[src/rtl/rat_pkg.sv]
package rat_pkg;

    localparam int DEF_NUM_ARCH   = 32;
    localparam int DEF_NUM_PHYS   = 64;
    localparam int DEF_NUM_CKPT   = 4;
    localparam int DEF_NUM_LOOKUP = 2;

    // What the live map does at the coming edge.
    typedef enum logic [1:0] {
        MAP_HOLD    = 2'd0,
        MAP_RENAME  = 2'd1,
        MAP_RESTORE = 2'd2
    } map_op_e;

    // Select the map operation: restore wins over rename, renames of r0 are dropped.
    function automatic map_op_e pick_map_op(input logic restore, input logic rename,
                                            input logic arch_is_zero);
        if (restore)
            return MAP_RESTORE;
        else if (rename && !arch_is_zero)
            return MAP_RENAME;
        else
            return MAP_HOLD;
    endfunction

endpackage

[src/rtl/rat_map_store.sv]
module rat_map_store
    import rat_pkg::*;
#(
    parameter int NUM_ARCH   = DEF_NUM_ARCH,
    parameter int NUM_PHYS   = DEF_NUM_PHYS,
    parameter int NUM_CKPT   = DEF_NUM_CKPT,
    parameter int NUM_LOOKUP = DEF_NUM_LOOKUP,
    localparam int ARCH_W    = $clog2(NUM_ARCH),
    localparam int PHYS_W    = $clog2(NUM_PHYS),
    localparam int SLOT_W    = $clog2(NUM_CKPT)
) (
    input  logic                               clk,
    input  logic                               rst,
    input  map_op_e                            op,
    input  logic [ARCH_W-1:0]                  ren_arch,
    input  logic [PHYS_W-1:0]                  ren_phys,
    input  logic [SLOT_W-1:0]                  restore_slot,
    input  logic                               snap_valid,
    input  logic [SLOT_W-1:0]                  snap_slot,
    input  logic [NUM_LOOKUP-1:0][ARCH_W-1:0]  rd_arch,
    output logic [NUM_LOOKUP-1:0][PHYS_W-1:0]  rd_phys
);

    logic [PHYS_W-1:0] live      [NUM_ARCH];
    logic [PHYS_W-1:0] next_live [NUM_ARCH];
    logic [PHYS_W-1:0] ckpt      [NUM_CKPT][NUM_ARCH];

    always_comb begin
        next_live = live;
        case (op)
            MAP_RENAME:  next_live[ren_arch] = ren_phys;
            MAP_RESTORE: next_live = ckpt[restore_slot];
            default:     next_live = live;
        endcase
        next_live[0] = '0;
    end

    always_ff @(posedge clk) begin
        if (rst) begin
            for (int a = 0; a < NUM_ARCH; a++) begin
                live[a] <= PHYS_W'(a);
                for (int s = 0; s < NUM_CKPT; s++)
                    ckpt[s][a] <= PHYS_W'(a);
            end
        end else begin
            live <= next_live;
            if (snap_valid)
                ckpt[snap_slot] <= next_live;
        end
    end

    // Lookups read the state before this cycle's edge.
    for (genvar g = 0; g < NUM_LOOKUP; g++) begin : g_read
        assign rd_phys[g] = live[rd_arch[g]];
    end

endmodule

[src/rtl/rat_ready_bits.sv]
module rat_ready_bits
    import rat_pkg::*;
#(
    parameter int NUM_PHYS   = DEF_NUM_PHYS,
    parameter int NUM_LOOKUP = DEF_NUM_LOOKUP,
    localparam int PHYS_W    = $clog2(NUM_PHYS)
) (
    input  logic                               clk,
    input  logic                               rst,
    input  logic                               clr_en,
    input  logic [PHYS_W-1:0]                  clr_phys,
    input  logic                               wb_en,
    input  logic [PHYS_W-1:0]                  wb_phys,
    input  logic                               sq_en,
    input  logic [PHYS_W-1:0]                  sq_phys,
    input  logic [NUM_LOOKUP-1:0][PHYS_W-1:0]  rd_phys,
    output logic [NUM_LOOKUP-1:0]              rd_ready
);

    logic [NUM_PHYS-1:0] ready_q;
    logic [NUM_PHYS-1:0] ready_d;

    // Clear first, then the two set sources, so a set wins over a clear.
    always_comb begin
        ready_d = ready_q;
        if (clr_en)
            ready_d[clr_phys] = 1'b0;
        if (wb_en)
            ready_d[wb_phys] = 1'b1;
        if (sq_en)
            ready_d[sq_phys] = 1'b1;
        ready_d[0] = 1'b1;
    end

    always_ff @(posedge clk) begin
        if (rst)
            ready_q <= '1;
        else
            ready_q <= ready_d;
    end

    for (genvar g = 0; g < NUM_LOOKUP; g++) begin : g_read
        assign rd_ready[g] = ready_q[rd_phys[g]];
    end

endmodule

[src/rtl/rat_ckpt_top.sv]
module rat_ckpt_top
    import rat_pkg::*;
#(
    parameter int NUM_ARCH   = DEF_NUM_ARCH,
    parameter int NUM_PHYS   = DEF_NUM_PHYS,
    parameter int NUM_CKPT   = DEF_NUM_CKPT,
    parameter int NUM_LOOKUP = DEF_NUM_LOOKUP,
    localparam int ARCH_W    = $clog2(NUM_ARCH),
    localparam int PHYS_W    = $clog2(NUM_PHYS),
    localparam int SLOT_W    = $clog2(NUM_CKPT)
) (
    input  logic                               clk,
    input  logic                               rst,
    input  logic [NUM_LOOKUP-1:0][ARCH_W-1:0]  lu_arch,
    output logic [NUM_LOOKUP-1:0][PHYS_W-1:0]  lu_phys,
    output logic [NUM_LOOKUP-1:0]              lu_ready,
    input  logic                               ren_valid,
    input  logic [ARCH_W-1:0]                  ren_arch,
    input  logic [PHYS_W-1:0]                  ren_phys,
    input  logic                               wb_valid,
    input  logic [PHYS_W-1:0]                  wb_phys,
    input  logic                               snap_valid,
    input  logic [SLOT_W-1:0]                  snap_slot,
    input  logic                               restore_valid,
    input  logic [SLOT_W-1:0]                  restore_slot,
    input  logic                               squash_valid,
    input  logic [PHYS_W-1:0]                  squash_phys
);

    map_op_e op;
    logic    rename_taken;

    assign op           = pick_map_op(restore_valid, ren_valid, ren_arch == '0);
    assign rename_taken = (op == MAP_RENAME);

    rat_map_store #(
        .NUM_ARCH   (NUM_ARCH),
        .NUM_PHYS   (NUM_PHYS),
        .NUM_CKPT   (NUM_CKPT),
        .NUM_LOOKUP (NUM_LOOKUP)
    ) u_map (
        .clk          (clk),
        .rst          (rst),
        .op           (op),
        .ren_arch     (ren_arch),
        .ren_phys     (ren_phys),
        .restore_slot (restore_slot),
        .snap_valid   (snap_valid),
        .snap_slot    (snap_slot),
        .rd_arch      (lu_arch),
        .rd_phys      (lu_phys)
    );

    rat_ready_bits #(
        .NUM_PHYS   (NUM_PHYS),
        .NUM_LOOKUP (NUM_LOOKUP)
    ) u_ready (
        .clk      (clk),
        .rst      (rst),
        .clr_en   (rename_taken),
        .clr_phys (ren_phys),
        .wb_en    (wb_valid),
        .wb_phys  (wb_phys),
        .sq_en    (squash_valid),
        .sq_phys  (squash_phys),
        .rd_phys  (lu_phys),
        .rd_ready (lu_ready)
    );

endmodule

[config.mk]
export PLATFORM = sky130hd
export DESIGN_NAME = rat_ckpt_top
export DESIGN_NICKNAME = d
export VERILOG_FILES = /design/src/rtl/rat_pkg.sv /design/src/rtl/rat_map_store.sv /design/src/rtl/rat_ready_bits.sv /design/src/rtl/rat_ckpt_top.sv
export SDC_FILE = /design/constraint.sdc
export NUM_CORES = 2
export LEC_CHECK = 0
export BUFFER_PORTS_ARGS = -buffer_cell sky130_fd_sc_hd__buf_2
export CAP_MARGIN = 20
export CORE_AREA = 5 5 364 223
export DETAILED_ROUTE_END_ITERATION = 7
export DIE_AREA = 0 0 369 228
export PLACE_DENSITY = 0.76
export SLEW_MARGIN = 40
export SYNTH_ARGS = -nofsm -noshare
export SYNTH_HDL_FRONTEND = slang
export SYNTH_SLANG_ARGS = --single-unit
[constraint.sdc]
create_clock -name clk -period 11.1 [get_ports clk]
set_input_delay 1.11 -clock clk [delete_from_list [all_inputs] [get_ports clk]]
set_output_delay 1.11 -clock clk [all_outputs]
set_load 0.05 [all_outputs]
Word-level counts from Yosys, hierarchy flattened
Memory sizes are Yosys's and may differ from the RTL's.
Cells that the tools add are included.

word-level totals
  logic and storage cells = 96
  register bits = 250
  bits in writable memories = 744
  memories = 1

cells by class
  mux-type cells = 33
  equality and inequality tests = 2
  reductions and logical operators = 8
  bitwise logic cells = 7
  $lt $le $gt $ge = 12

memory list
  memory      words  bits a word  rd ports  clocked after memory_dff  write ports  line                 text
  u_map.ckpt  4      186          1         0                         4            rat_map_store.sv:26  logic [PHYS_W-1:0] ckpt [NUM_CKPT][NUM_ARCH];

operators with widths
  kind                  number
  $pmux W186 S2         1
  $bwmux W192           1
  $mux W64              3
  $mux W186             1
  $reduce_or A186 Y1    1
  $or A64 B64 Y64       2
  $and A64 B64 Y64      1
  $not A64 Y64          1
  $bmux W6 S5           2
  $lt A6 B7 Y1 const B  5
  $demux W6 S5          1
  $mux W6               5
  $demux W1 S6          3
  $ge A6 B1 Y1 const B  3
  $ge A6 B6 Y1 const B  3
  $not A5 Y6            3
  $bmux W1 S6           2
  $mux W1               12
  $lt A6 B1 Y1 const B  1
  $logic_and A1 B1 Y1   5
  $logic_not A5 Y1      1
  $mux W2               2
  $eq A2 B1 Y1 const B  1
  $eq A2 B2 Y1 const B  1
  $logic_not A1 Y1      1

Longest topological paths before layout
  word-level depth = 11
  depth in mapped cells = 14

Modules after synthesis
Synthesis repeated with hierarchy kept, for this count alone.

unflattened totals
  cell total of the unflattened synthesis = 3635
  area, all modules = 45625.0 um^2

by module, submodules not included
  module          cells each  instances  sequential area each (um^2)  area an instance (um^2)
  rat_map_store   3153        1          26065.0                      41397.2
  rat_ready_bits  478         1          1261.2                       4195.3
  rat_ckpt_top    4           1          0.0                          32.5

Worst setup path after synthesis
Ideal clock, no wire load.

  kind = input to register
  from = input port rst
  to = memory u_map.ckpt[1][0] (netlist name) (enable)
  stages = 4
  arrival time = 6.398 ns
  slack = 4.123 ns
  cell sequence = clkbuf_1 -> clkbuf_1 -> clkbuf_1 -> nand2b_1

RTL lines
  element          line                 text
  start, declared  rat_ckpt_top.sv:13   input logic rst,
  end, declared    rat_map_store.sv:26

Worst setup path after layout
  from = input port lu_arch[6] (netlist name)
  to = output port lu_ready[1]

on the way
  cells in the longest elaborated chain, start to end = 6

RTL lines
  element                                     line                  text
  start, declared                             rat_ckpt_top.sv:14    input logic [NUM_LOOKUP-1:0][ARCH_W-1:0] lu_arch,
  $not A5 Y6 (implied by the code)            rat_map_store.sv:54   assign rd_phys[g] = live[rd_arch[g]];
  $bmux W6 S5                                 rat_map_store.sv:54
  $mux W6 (implied by the code) (2 in a row)  rat_map_store.sv:54
  $bmux W1 S6                                 rat_ready_bits.sv:43  assign rd_ready[g] = ready_q[rd_phys[g]];
  $mux W1 (implied by the code)               rat_ready_bits.sv:43
  end, declared                               rat_ckpt_top.sv:16    output logic [NUM_LOOKUP-1:0] lu_ready,

No other way between the ends. The select of a mux whose other input is x is not followed.

==> results.ini <==
[clock_network]
cts.reportedPaths.clkPinSlew_ns = 0.06
cts.hold.buffers_added = 0
root_buffer = clkbuf_16
numCtsBuffers = 87
postCtsSetupBuffers = 0
postCtsResizedCells = 0
clkLatencyLatePin_ns = 0.69
ctsHtreeMaxLevel = 3
numClockSinks = 993
cts_tree = built
clk_path_buf_depth = 3

[global_routing]
grt_max_degree = 174
grt.met1_usage_pct = 47.1
antenna_found_initial = 5
grt.total_usage_pct = 31.8
met3_usage_pct = 13.4
grt_pass1_vias = 30693
overflow = 0
grt_pass1_wl_um = 202000
grtUsageMet2_pct = 44.2
busiest_layer = met1

[cells_and_area]
fin_area_um2 = 50100
area_delta_synth_final_pct = 8.69
fin_nets = 3734
drive_gt1_share_pct = 15.5
fin_util_pct = 64.9

[timing]
maxSlewHeadroom_pct = 31.4
max_freq_mhz = 150
report.final.slew_viol_count = 0
finalCritPeriodShare_pct = 59.9
min_period_ns = 6.65
rsz0062_at_grt = false
setup_viol = 0
tightest_slew_ns = 1.02
tns_ns = 0
worst_hold_slack_ns = 0.492
skew_ns = 0.0163
finalHoldViolCount = 0

[job]
cap_violations = 0

[detailed_routing]
routed_wl_um = 135000
drt_first_pass_iters = 6
post-route-drc-count = 0
postRouteAntennaNets = 0
via_count = 32230
drt_iter0_markers = 4767
avgViaCountPerCell = 6.75
routedWlPerCell_um = 28.3

[placed_design]
gp_congestion = 1.00
place_hpwl_um = 79700
dpl_cell_area_um2 = 47200
io_buffer_count = 57

[setup_path]
timing.critical_path.cells = buf_2 -> buf_4 -> mux4_2 -> nor2b_1 -> o21ai_0 -> or4_2 -> or2_2 -> o211ai_1 -> a2111oi_0 -> nor4_1 -> buf_2
max_stage_delay_ns = 0.95
crit_path_end_kind = output port
rr_endpoint = u_map.ckpt[3][75]
critical-path-slowest-cell = or4_2
critPathMaxFanout = 28
critPathLaunchType = primary input
crit_required_ns = 9.99
crit_type = in -> out
reg2reg_depth = 5
reg2reg_slack_ns = 9.29
crit_top_cell = buf_2
rr_startpoint = u_map.ckpt[3][75]
crit_arrival_ns = 5.54

[floorplanning]
die_area_um2 = 84100
die_w_um = 369
die_y_um = 228
start_util_pct = 59.8
core_area_um2 = 77100
row_count = 79
io_pins = 58

[worst_hold_path]
hp-class = reg -> reg
holdPathStages = 2
hp-start = u_ready.ready_q[31]
hold_path_end = u_ready.ready_q[31]

[logic_synthesis]
synth_warnings = 0
async_flop_share_pct = 0
synth_area_um2 = 46100
avgSynthCellArea_um2 = 12.2
synthFlopType = edfxtp_1
synthDistinctLibCells = 60
synth-edff-count = 744
synth.largest_area_cell = edfxtp_1
ys_seq_elements = 993
netlist_instances = 3787
ys_seq_area_share_pct = 59.3
synthTopCellsByArea = edfxtp_1 48%, mux4_2 13%, dfxtp_1 11%
syn_nets = 3831
synth_top_area_share_pct = 48.5

[power_and_ir_drop]
ir_drop_uv = 133
swShare_pct = 25.1
power_leakage_nw = 16.0
pwr_density_cell_nw_per_um2 = 162
pwr-share-clk_pct = 37.9
seq_power_share_pct = 51.8
p_sw_mw = 2.03
p_int_mw = 6.07
comb_power_share_pct = 10.3

[status]
status = complete, no violations

==> through the flow <==
| stage | cells | power, mW | setup slack (ns) |
|---|---|---|---|
| floorplan | 3787 | 4.84 | 4.12 |
| global placement | 4606 | 5.06 | 4.50 |
| detailed placement | 4611 | 5.08 | 4.51 |
| CTS | 4775 | 8.09 | 4.51 |
| global route | 4777 | 8.32 | 4.41 |
| finish | 4778 | 8.10 | 4.45 |
==> worst max path at each step <==
stage                    start          endpoint  slack [ns]  cells past startpoint
floorplan                  rst  u_map.ckpt[1][0]        4.12                      4
finish              lu_arch[6]       lu_ready[1]        4.45                     11
global placement    lu_arch[6]       lu_ready[1]        4.50                     11
global route        lu_arch[6]       lu_ready[1]        4.41                     11
CTS                 lu_arch[6]       lu_ready[1]        4.51                     11
detailed placement  lu_arch[6]       lu_ready[1]        4.51                     11
==> flip-flops by register name (all words and copies together) (netlist names) <==
signal,flops
u_map.ckpt,744
u_map.live,186
u_ready.ready_q,63
==> power by group through the flow <==
stage / clock, mW / combinational (mW) / sequential, mW
after detailed placement: 0 / 0.809 / 4.27
after floorplan: 0 / 0.582 / 4.26
after global placement: 0 / 0.792 / 4.27
final: 3.07 / 0.831 / 4.20
after CTS: 3.08 / 0.813 / 4.19
after global routing: 3.23 / 0.882 / 4.20
==> worst max-delay path: cells and delay by family <==
kind                   cells  cell delay [ns]
AND/OR/NAND/NOR            4             1.95
multiplexers               1             0.55
buffers and inverters      3             1.49
AO/OA/AOI/OAI              3             0.40
==> logic make-up (layout without fill, tap and decap cells) <==
family | Yosys count | after routing | synth area share, %
multiplexers | 484 | 484 | 17.8
AO/OA/AOI/OAI | 481 | 481 | 6.21
buffers and inverters | 318 | 296 | 2.85
AND/OR/NAND/NOR | 1511 | 1511 | 13.8
flip-flops | 993 | 993 | 59.3
other | 0 | 1 | 0
==> placed cells by master, fill, tap and decap left out, drive strengths merged, types with 7 or more instances in the layout <==
cell      n
a21oi   277
a221oi   61
a22oi    12
a31oi     7
buf     117
clkbuf  121
clkinv   39
dfxtp   249
edfxtp  744
inv      12
mux2     28
mux2i   191
mux4    265
nand2   520
nand2b  100
nand3   100
nand3b    9
nand4     8
nor2    687
nor2b    20
nor3     14
nor3b    11
o211ai   12
o21ai    66
==> metal layers <==
| metal | vias up | share of wire (%) |
|---|---|---|
| met1 | 15957 | 38 |
| li1 | 13664 | - |
| met5 | - | 0.053 |
| met4 | 12 | 2.4 |
| met2 | 2311 | 42 |
| met3 | 286 | 17 |
==> synth_stat cells, types with 20 or more instances <==
library cell / count
a221oi_1: 61
nand3_1: 100
nor2b_1: 20
buf_1: 43
mux4_2: 265
mux2_2: 28
nand2b_1: 100
edfxtp_1: 744
o21ai_0: 66
mux2i_1: 191
nand2_1: 520
clkbuf_1: 229
nor2_1: 687
dfxtp_1: 249
a21oi_1: 277
==> layout make-up <==
cell class                      instances  area, um2
Inverter                               13       48.8
Tap cell                             1012       1270
Clock inverter                         45        367
Clock buffer                          119       2440
Multi-Input combinational cell       2476      17600
Timing Repair Buffer                  119        995
Fill cell                            5651      27000
Antenna cell                            1       2.50
Sequential cell                       993      27300
Power figures use the tool's default switching activity.
